<file path="src/rtl/pxo_pkg.sv">
package pxo_pkg;
  // Per-beat sideband carried beside the pixel through the pipeline
  typedef struct packed {
    logic vld;
    logic hs;
    logic vs;
    logic use_csc;
  } pxo_side_t;
endpackage

</file>
<file path="src/rtl/pxo_shift.sv">
module pxo_shift #(
  parameter int W     = 8,
  parameter int DEPTH = 1
) (
  input  logic         clk,
  input  logic         rst_n,
  input  logic         adv,
  input  logic [W-1:0] din,
  output logic [W-1:0] dout
);
  generate
    if (DEPTH == 0) begin : g_wire
      assign dout = din;
    end else begin : g_regs
      logic [W-1:0] stg [DEPTH];
      always_ff @(posedge clk or negedge rst_n) begin
        if (!rst_n) begin
          for (int i = 0; i < DEPTH; i++) stg[i] <= '0;
        end else if (adv) begin
          stg[0] <= din;
          for (int i = 1; i < DEPTH; i++) stg[i] <= stg[i-1];
        end
      end
      assign dout = stg[DEPTH-1];

      // a stopped pipeline keeps every stage, so the tap cannot move
      a_r6_shift_hold: assert property (@(posedge clk) disable iff (!rst_n)
        !adv |=> $stable(dout));
    end
  endgenerate
endmodule

</file>
<file path="src/rtl/pxo_csc_stub.sv">
module pxo_csc_stub #(
  parameter int CW  = 8,
  parameter int NC  = 3,
  parameter int LAT = 3
) (
  input  logic             clk,
  input  logic             rst_n,
  input  logic             adv,
  input  logic [CW*NC-1:0] din,
  output logic [CW*NC-1:0] dout
);
  localparam int PW = CW * NC;

  logic [PW-1:0] swapped;

  // Placeholder transform: component order reversed
  for (genvar g = 0; g < NC; g++) begin : g_comp
    assign swapped[g*CW +: CW] = din[(NC-1-g)*CW +: CW];
  end

  pxo_shift #(.W(PW), .DEPTH(LAT)) u_lat (
    .clk(clk), .rst_n(rst_n), .adv(adv), .din(swapped), .dout(dout)
  );
endmodule

</file>
<file path="src/rtl/pxo_winpos.sv">
module pxo_winpos #(
  parameter int POSW = 12
) (
  input  logic            clk,
  input  logic            rst_n,
  input  logic            beat,
  input  logic            hs,
  input  logic            vs,
  input  logic [POSW-1:0] col_lo,
  input  logic [POSW-1:0] col_hi,
  input  logic [POSW-1:0] line_lo,
  input  logic [POSW-1:0] line_hi,
  output logic            in_win
);
  logic [POSW-1:0] col_q, line_q, col_now, line_now;

  // Position of the beat now on the input, derived from the last one
  always_comb begin
    col_now  = hs ? '0 : col_q + 1'b1;
    line_now = line_q;
    if (hs) line_now = vs ? '0 : line_q + 1'b1;
  end

  always_ff @(posedge clk or negedge rst_n) begin
    if (!rst_n) begin
      col_q  <= '0;
      line_q <= '0;
    end else if (beat) begin
      col_q  <= col_now;
      line_q <= line_now;
    end
  end

  assign in_win = (col_now >= col_lo) && (col_now <= col_hi) &&
                  (line_now >= line_lo) && (line_now <= line_hi);

  // line start returns the column to zero
  a_r2_col_restart: assert property (@(posedge clk) disable iff (!rst_n)
    beat && hs |=> col_q == '0);
  // other beats step one column
  a_r2_col_step: assert property (@(posedge clk) disable iff (!rst_n)
    beat && !hs |=> col_q == $past(col_q) + 1'b1);
  // frame start returns the line to zero
  a_r2_line_restart: assert property (@(posedge clk) disable iff (!rst_n)
    beat && hs && vs |=> line_q == '0);
  // idle cycles leave the position untouched
  a_r7_pos_idle: assert property (@(posedge clk) disable iff (!rst_n)
    !beat |=> $stable(col_q) && $stable(line_q));
endmodule

</file>
<file path="src/rtl/pxo_window_mux.sv">
module pxo_window_mux
  import pxo_pkg::*;
#(
  parameter int CW      = 8,
  parameter int NC      = 3,
  parameter int CSC_LAT = 3,
  parameter int POSW    = 12
) (
  input  logic             clk,
  input  logic             rst_n,
  input  logic             in_valid,
  output logic             in_ready,
  input  logic [CW*NC-1:0] in_pix,
  input  logic             in_hs,
  input  logic             in_vs,
  input  logic [CW*NC-1:0] exp_pix,
  input  logic             csc_on,
  input  logic [POSW-1:0]  win_col_lo,
  input  logic [POSW-1:0]  win_col_hi,
  input  logic [POSW-1:0]  win_line_lo,
  input  logic [POSW-1:0]  win_line_hi,
  output logic             out_valid,
  input  logic             out_ready,
  output logic [CW*NC-1:0] out_pix,
  output logic             out_hs,
  output logic             out_vs
);
  localparam int PW = CW * NC;
  localparam int SW = $bits(pxo_side_t);

  logic          adv, beat, in_win;
  logic [PW-1:0] s0_pix, csc_d, byp_d;
  pxo_side_t     s0_side, side_d;
  logic [SW-1:0] side_raw;

  // Whole pipeline moves together; it stops only on a held output
  assign adv      = !out_valid || out_ready;
  assign in_ready = adv;
  assign beat     = in_valid && adv;

  pxo_winpos #(.POSW(POSW)) u_pos (
    .clk(clk), .rst_n(rst_n), .beat(beat), .hs(in_hs), .vs(in_vs),
    .col_lo(win_col_lo), .col_hi(win_col_hi),
    .line_lo(win_line_lo), .line_hi(win_line_hi), .in_win(in_win)
  );

  // Window select and color-path select are taken in the same cycle
  always_ff @(posedge clk or negedge rst_n) begin
    if (!rst_n) begin
      s0_pix  <= '0;
      s0_side <= '0;
    end else if (adv) begin
      s0_pix          <= in_win ? exp_pix : in_pix;
      s0_side.vld     <= in_valid;
      s0_side.hs      <= in_valid && in_hs;
      s0_side.vs      <= in_valid && in_vs;
      s0_side.use_csc <= in_valid && in_win && csc_on;
    end
  end

  pxo_csc_stub #(.CW(CW), .NC(NC), .LAT(CSC_LAT)) u_csc (
    .clk(clk), .rst_n(rst_n), .adv(adv), .din(s0_pix), .dout(csc_d)
  );

  pxo_shift #(.W(PW), .DEPTH(CSC_LAT)) u_bypass (
    .clk(clk), .rst_n(rst_n), .adv(adv), .din(s0_pix), .dout(byp_d)
  );

  pxo_shift #(.W(SW), .DEPTH(CSC_LAT)) u_side (
    .clk(clk), .rst_n(rst_n), .adv(adv), .din(s0_side), .dout(side_raw)
  );
  assign side_d = pxo_side_t'(side_raw);

  always_ff @(posedge clk or negedge rst_n) begin
    if (!rst_n) begin
      out_valid <= 1'b0;
      out_pix   <= '0;
      out_hs    <= 1'b0;
      out_vs    <= 1'b0;
    end else if (adv) begin
      out_valid <= side_d.vld;
      out_pix   <= side_d.use_csc ? csc_d : byp_d;
      out_hs    <= side_d.hs;
      out_vs    <= side_d.vs;
    end
  end

  // a refused output beat is held unchanged
  a_r6_out_hold: assert property (@(posedge clk) disable iff (!rst_n)
    out_valid && !out_ready |=> out_valid && $stable(out_pix) &&
                               $stable(out_hs) && $stable(out_vs));
  // sync flags only travel on real beats
  a_r5_sync_qualified: assert property (@(posedge clk) disable iff (!rst_n)
    !out_valid |-> !out_hs && !out_vs);
endmodule

</file>
<file path="config.mk">
export PLATFORM = sky130hd
export DESIGN_NAME = pxo_window_mux
export DESIGN_NICKNAME = d
export VERILOG_FILES = /design/src/rtl/pxo_pkg.sv /design/src/rtl/pxo_shift.sv /design/src/rtl/pxo_csc_stub.sv /design/src/rtl/pxo_winpos.sv /design/src/rtl/pxo_window_mux.sv
export SDC_FILE = /design/constraint.sdc
export NUM_CORES = 1
export LEC_CHECK = 0
export BUFFER_PORTS_ARGS = -buffer_cell sky130_fd_sc_hd__buf_2
export CAP_MARGIN = 20
export CORE_AREA = 8 8 174 176
export DETAILED_ROUTE_END_ITERATION = 7
export DIE_AREA = 0 0 182 184
export SLEW_MARGIN = 20
export SYNTH_ARGS = -nofsm -noshare
export SYNTH_HDL_FRONTEND = slang
export SYNTH_SLANG_ARGS = --single-unit
export TNS_END_PERCENT = 100
</file>
<file path="constraint.sdc">
create_clock -name clk -period 4.13 [get_ports clk]
set_input_delay 0.826 -clock clk [delete_from_list [all_inputs] [get_ports clk]]
set_output_delay 0.826 -clock clk [all_outputs]
set_load 0.02 [all_outputs]
</file>
==> reports/metrics.yaml, run 1 <==
power_and_ir_drop:
  p_per_area_nw_per_um2: 566.8
  vdd_drop_max_mv: 0.2758
  leakagePower_nw: 5.142
  finalPower_mw: 5.552
floorplanning:
  die_h_um: 184
  rows: 61
  ios: 131
  core_um2: 27480
  dieArea_um2: 33490
  initial_core_util: 0.2964
  dieWidth_um: 182
synth:
  yosys.area.top_type: "dfrtp_1"
  yosys.area_share.simple: 0.2127
  synth_adder_area_share: 0.07683
  muxShareOfSynthArea: 0.04149
  synth-seq-cells: 163
  synth_common_cells: "nand2_1, dfrtp_1, ha_1, inv_1, a21oi_1"
  syn_area_per_cell_um2: 8.998
  synthTopCellsByArea: "dfrtp_1, nand2_1, ha_1, a221o_1, a21oi_1"
  syn-num-nets: 1058
  ys.warnings.count: 0
  synthesis.area_um2: 8143
  synth_top_family_by_area: "simple AND/OR/NAND/NOR gates"
  ys.flop_type: "dfrtp_1"
  yosysTopAreaCellShare: 0.5009
  synth-xor-area-share: 0.01613
  synth_edf_count: 0
  yosysMostFrequentCell: "nand2_1"
  synth_compound_area_frac: 0.1046
  syn_inst: 905
  ys_seq_area_frac: 0.5009
  async_reset_ff_frac: 1.000
  ys_types: 46
global_routing:
  gr-usage-all-layers: 0.1182
  grt_max_degree: 103
  grt_first_pass_wirelength_um: 32200
  grt_pass1_vias: 6346
  overflow: 0
  antenna_found_initial: 1
critical_path:
  critPathArrivalTime_ns: 4.27
  crit_chain: "and3_1, and3_1, nand2_1, nor2_1, and3_1, xnor2_1, nor2_1, ha_1, and4_1, nand4_1, a21oi_1, a2111oi_1, o22a_1, buf_12, and3_1, buf_4, a221o_1"
  path_common_cell: "and3_1"
  cp_max_fo: 14
  max_stage_delay_ns: 0.63
  start_kind: "flop"
  worstSetupPathType: "reg -> reg"
  r2r-start: "u_pos.col_q[3]"
  cpMaxStageDelayCell: "a2111oi_1"
  end_kind: "flop"
  worstPathRequired_ns: 4.48
  startpoint: "u_pos.col_q[3]"
clock_tree:
  cts_root_buf: "clkbuf_16"
  cts.sink_count: 163
  clk_pin_slew_ns: 0.07
  clk_latency_ns: 0.42
  cts_tree: "built"
  cts.hold.buffers_added: 0
  cts.path.max_buffers: 2
  cts_made_buffers: 17
  h-tree-depth: 4
timing:
  tightest_slew_ns: 0.9628
  fin_worst_skew_ns: 0.008690
  slew-limit-headroom: 0.3582
  drv_slew: 0
  rsz0062_at_grt: "no"
  min_period_ns: 3.917
  finalCritPeriodShare: 0.9484
  finalHoldViolCount: 0
  setup_viol: 0
  max_freq_mhz: 255.3
layout:
  fin_nets: 1180
  antenna_cells: 0
  syn_to_final_growth_pct: 20.30
  instances_no_fill: 1386
  drive_gt1_frac: 0.1923
detailed_routing:
  post_drt_wl_per_cell_um: 13.99
  drtIter0Drc: 374
  drc: 0
  ant_nets: 0
  firstDrtPassIters: 4
  vias: 6300
  vias_per_cell: 4.545
  totalWireLength_um: 19390
outcome:
  status: "finished, final reports clean"
hold_path:
  min_from: "out_pix[9]"
  hold_path_class: "reg -> reg"
placed_design:
  dp.cells: 1354
  gp_congestion: 0.8222
  io_buffers: 130
  dp_hpwl_um: 14110
flow_run:
  maxCapViolCount: 0
-- stage by stage --
stage / TNS [ns] / util / setup slack [ns] / hold slack (ns) / cell area, um2
floorplan: 0 / - / 0.5559 / 0.4300 / 8143
global placement: -0.8606 / 0.3357 / -0.04748 / 0.4452 / 9225
detailed placement: -0.01083 / 0.3357 / -0.009352 / 0.4511 / 9225
global route: 0 / 0.3565 / 0.01384 / 0.4776 / 9796
CTS: 0 / 0.3565 / 0.1532 / 0.4654 / 9794
finish: 0 / 0.3565 / 0.2131 / 0.4587 / 9796
-- what timing repair did --
action	in CTS	in global routing
endpoints found under the setup margin	0	24
resized for setup	0	1
setup buffers	0	0
-- per-layer routing --
metal,wire length (um),GRT usage
met1,10180,0.1683
met2,8394,0.1762
met3,589,0.02866
met4,214,0.03149
met5,10,0
-- final timing paths --
check	end	slack [ns]	cells after the start
max	s0_pix[1]	0.21	17
min	out_pix[9]	0.46	2
max reg2reg	s0_pix[1]	0.21	17
min reg2reg	out_pix[9]	0.46	2
max in group asynchronous	u_csc.u_lat.g_regs.stg[50]	2.63	2
min in group asynchronous	out_pix[11]	0.48	1
-- where the power goes --
group / switching (mW) / leakage [nW] / internal [mW] / total [mW]
clock network: 0.634 / 0.270 / 0.891 / 1.53
registers: 0.344 / 2.06 / 2.17 / 2.52
logic: 0.945 / 2.82 / 0.563 / 1.51
total: 1.92 / 5.14 / 3.63 / 5.55
-- worst max-delay path: cells and delay by family (launching register included) --
family                   cells  cell delay [ns]
flip-flops                   1             0.41
buffers and inverters        2             0.34
adder cells (fa/ha/maj)      1             0.29
XOR/XNOR                     1             0.08
AO/OA/AOI/OAI                4             1.13
AND/OR/NAND/NOR              9             1.61
-- placed cells by master (no fill, tap or decap), types with 3 or more instances in the layout --
cell type   netlist  layout
nor2_1           23      23
clkbuf_16         0      17
xnor2_1           7       7
and3_1            5       5
ha_1             50      50
o31ai_1           8       8
inv_1            47      47
mux2i_1          18      18
nand4_1           9       9
and4_1            4       4
a21o_1            4       4
nand3_1          12      12
or3_1             4       4
nand2_1         352     352
buf_4             1      17
clkinvlp_4        0       3
clkinv_4          0       3
mux2_2           14      14
buf_2             2     129
a221o_1          26      26
clkbuf_1         36       3
xor2_1            8       8
buf_12            0       3
nor2b_1           6       5
dfrtp_1         163     163
nor3_1            3       3
a21oi_1          40      40
o21ai_0          27      27
clkinv_2          0       3
-- logic make-up (layout without fill, tap and decap cells) --
kind of cell	Yosys count	count (layout)
AOI/OAI and AO/OA	123	123
buffers and inverters	95	230
xor gates and xnor gates	15	15
DFF	163	163
muxes	32	32
and+or+nand+nor	427	427
adders and majority gates	50	50
-- sequential cells by signal (all words and copies together) (netlist names) --
signal                  cells
u_pos.line_q               12
u_bypass.dout               1
out_valid                   1
s0_pix                     24
u_bypass.g_regs.stg         2
out_hs                      1
u_side.dout                 4
u_csc.u_lat.dout           23
u_csc.u_lat.g_regs.stg     46
u_side.g_regs.stg           8
out_pix                    24
u_pos.col_q                12
s0_side                     4
out_vs                      1
-- layout make-up --
| class | count | area (um2) |
|---|---|---|
| Timing Repair Buffer | 150 | 844.6 |
| Fill cell | 2840 | 17680 |
| Inverter | 48 | 182.7 |
| Clock buffer | 20 | 436.7 |
| Sequential cell | 163 | 4079 |
| Multi-Input combinational cell | 647 | 3687 |
| Clock inverter | 12 | 132.6 |
| Tap cell | 346 | 432.9 |
(Power assumes the default switching activity.)
==> run 2: changes to the inputs <==
- BUFFER_PORTS_ARGS: -buffer_cell sky130_fd_sc_hd__buf_2 -> -buffer_cell sky130_fd_sc_hd__buf_4
- CORE_AREA: 8 8 174 176 -> 8 8 242 128
- CTS_BUF_LIST: default -> sky130_fd_sc_hd__clkbuf_8
- DIE_AREA: 0 0 182 184 -> 0 0 250 136
==> run 2 against run 1 <==
Effect of this change: critical path depth down 1; non-clock buffer count down 5; die area up 1.5%; clock skew increased by 0.0022 ns; core utilization hardly changed; worst hold slack worse by 0.043 ns; register-to-register slack better by 0.095 ns; critical path type unchanged.
==> reports/metrics.yaml, run 2 (synthesized netlist as in run 1, its figures left out) <==
detailed_routing:
  drc: 0  # unchanged
  post_drt_wl_per_cell_um: 15.26  # +9.1%
  ant_nets: 0  # unchanged
  firstDrtPassIters: 4  # unchanged
  vias_per_cell: 4.513  # -0.71%
  totalWireLength_um: 21410  # +10%
  vias: 6332  # +0.51%
  drtIter0Drc: 490  # +31%
flow_run:
  maxCapViolCount: 0  # unchanged
layout:
  top_register: "u_csc.u_lat.g_regs.stg"
  final_common_cell: "nand2_1"
  instances_no_fill: 1403  # +1.2%
  fin_nets: 1175  # -0.42%
  drive_gt1_frac: 0.1894  # -0.002936
  layout_common_cells: "nand2_1, dfrtp_1, buf_4"
  antenna_cells: 0  # unchanged
  stdcell_area_um2: 9962  # +1.7%
  largest_register_ffs: 46  # unchanged
  finalCoreUtilization: 0.3562  # about the same
  syn_to_final_growth_pct: 22.34
  top_regs: "u_csc.u_lat.g_regs.stg (46), out_pix (24), s0_pix (24)"
timing:
  fin_setup_tns_ns: 0  # unchanged
  finalHoldViolCount: 0  # unchanged
  max_freq_mhz: 261.7  # +2.5%
  fin_worst_skew_ns: 0.01086  # +0.002173 ns
  setup_viol: 0  # unchanged
  drv_slew: 0  # unchanged
  tightest_slew_ns: 0.8240  # -0.1388 ns
  slew-limit-headroom: 0.4493  # +0.09118
  min_period_ns: 3.822  # -0.09519 ns
  rsz0062_at_grt: "no"
  finalCritPeriodShare: 0.9254  # -0.02305
power_and_ir_drop:
  vdd_drop_max_mv: 0.2571  # -6.8%
  finalPower_mw: 5.434  # -2.1%
  leakagePower_nw: 5.168  # +0.50%
  p_per_area_nw_per_um2: 545.4  # -3.8%
placed_design:
  io_buffers: 130  # unchanged
  dpl_cell_area_um2: 9538  # +3.4%
  gp_congestion: 0.8285  # +0.77%
  dp_hpwl_um: 15930  # +13%
  dp.cells: 1371  # +1.3%
hold_path:
  hold_path_class: "in -> async"
global_routing:
  grt_max_degree: 81  # -21%
  gr-usage-all-layers: 0.1290  # +0.01073
  grt_first_pass_wirelength_um: 34620  # +7.5%
  antenna_found_initial: 0  # -1
  grt_pass1_vias: 6189  # -2.5%
  overflow: 0  # unchanged
clock_tree:
  clk_latency_ns: 0.46  # +0.04 ns
  cts_made_buffers: 17  # unchanged
  clk_pin_slew_ns: 0.09  # +0.02 ns
  cts.sink_count: 163  # unchanged
  h-tree-depth: 4  # unchanged
  cts.path.max_buffers: 2  # unchanged
  cts_tree: "built"
  cts_root_buf: "clkbuf_8"
critical_path:
  worstPathRequired_ns: 4.46  # -0.02 ns
  critPathArrivalTime_ns: 4.16  # -0.11 ns
  start_kind: "flop"
  cp-endpoint: "s0_pix[17]"
  reg2reg_slack_ns: 0.31  # +0.10 ns
  r2r_end: "s0_pix[17]"
  end_kind: "flop"
  r2r-start: "u_pos.col_q[3]"
  startpoint: "u_pos.col_q[3]"
  cp_max_fo: 20  # +6
  reg2regPathDepth: 16  # -1
  worstSetupPathType: "reg -> reg"
floorplanning:
  dieArea_um2: 34000  # +1.5%
  initial_core_util: 0.2912  # -0.005197
  ios: 131  # unchanged
  dieWidth_um: 250  # +37%
  core_um2: 27970  # +1.8%
  die_h_um: 136  # -26%
  rows: 44  # -28%
outcome:
  status: "finished, final reports clean"
[run 2: changes by cell type in the layout (fill, tap and decap cells not counted), moves of 3 or more]
cell       before  now
clkbuf_16      17    0
buf_4          17  141
clkbuf_1        3    0
clkbuf_8        0   21
buf_2         129    0
[run 2: metal layers]
metal | up-vias | GRT usage | share of wire
li1 | 3232 | - | -
met1 | 2953 | 0.2137 | 0.59
met2 | 132 | 0.1545 | 0.35
met3 | 15 | 0.03168 | 0.048
met4 | 0 | 0.03476 | 0.0099
met5 | - | 0 | 0
[run 2: final cells by class]
cell class | count | area, um2
clock inverters | 11 | 133.9
well taps | 368 | 460.4
clock buffers | 21 | 289.0
repair buffers | 145 | 1130
flip-flops and latches | 163 | 4079
inverters | 48 | 182.7
fillers | 2903 | 18000
multi-input cells | 647 | 3687
[run 2: where the power goes]
part           internal (mW)  switching, mW
sequential              2.17          0.386
combinational          0.651          0.983
clock                  0.655          0.587
total                   3.48           1.96
[run 2: timing repair]
action / CTS / global route
hold buffers: 0 / 0
resized for setup: 0 / 1
endpoints found under the setup margin: 0 / 1
buffers inserted: 0 / 0
[run 2: worst min path at each step]
stage / slack (ns) / end / start / depth (start not counted)
floorplan: 0.43 / u_side.dout[3] / u_side.dout[3] / 2
global placement: 0.45 / u_side.dout[3] / u_side.dout[3] / 2
detailed placement: 0.46 / u_csc.u_lat.dout[12] / u_csc.u_lat.dout[12] / 2
CTS: 0.41 / out_hs / rst_n / 1
global route: 0.45 / out_pix[21] / rst_n / 1
finish: 0.42 / out_pix[5] / rst_n / 1
[run 2: through the flow]
step                hold slack [ns]  setup WS, ns
finish                       0.4157        0.3083
global route                 0.4457       0.04710
CTS                          0.4093        0.3177
detailed placement           0.4553       0.07624
global placement             0.4481        0.1325
floorplan                    0.4300        0.5559
[run 2: critical path, stage by stage, from the launching register on]
cell and delay [ns]:
dfrtp_1 0.42, and3_1 0.22, and3_1 0.18, nand2_1 0.05, nor2_1 0.27, and3_1 0.27, xnor2_1 0.13, nor2_1 0.10
ha_1 0.30, and4_1 0.26, nand4_1 0.15, a21oi_1 0.25, a2111oi_1 0.11, o22a_1 0.27, and3_1 0.25, buf_12 0.17
a221o_1 0.30
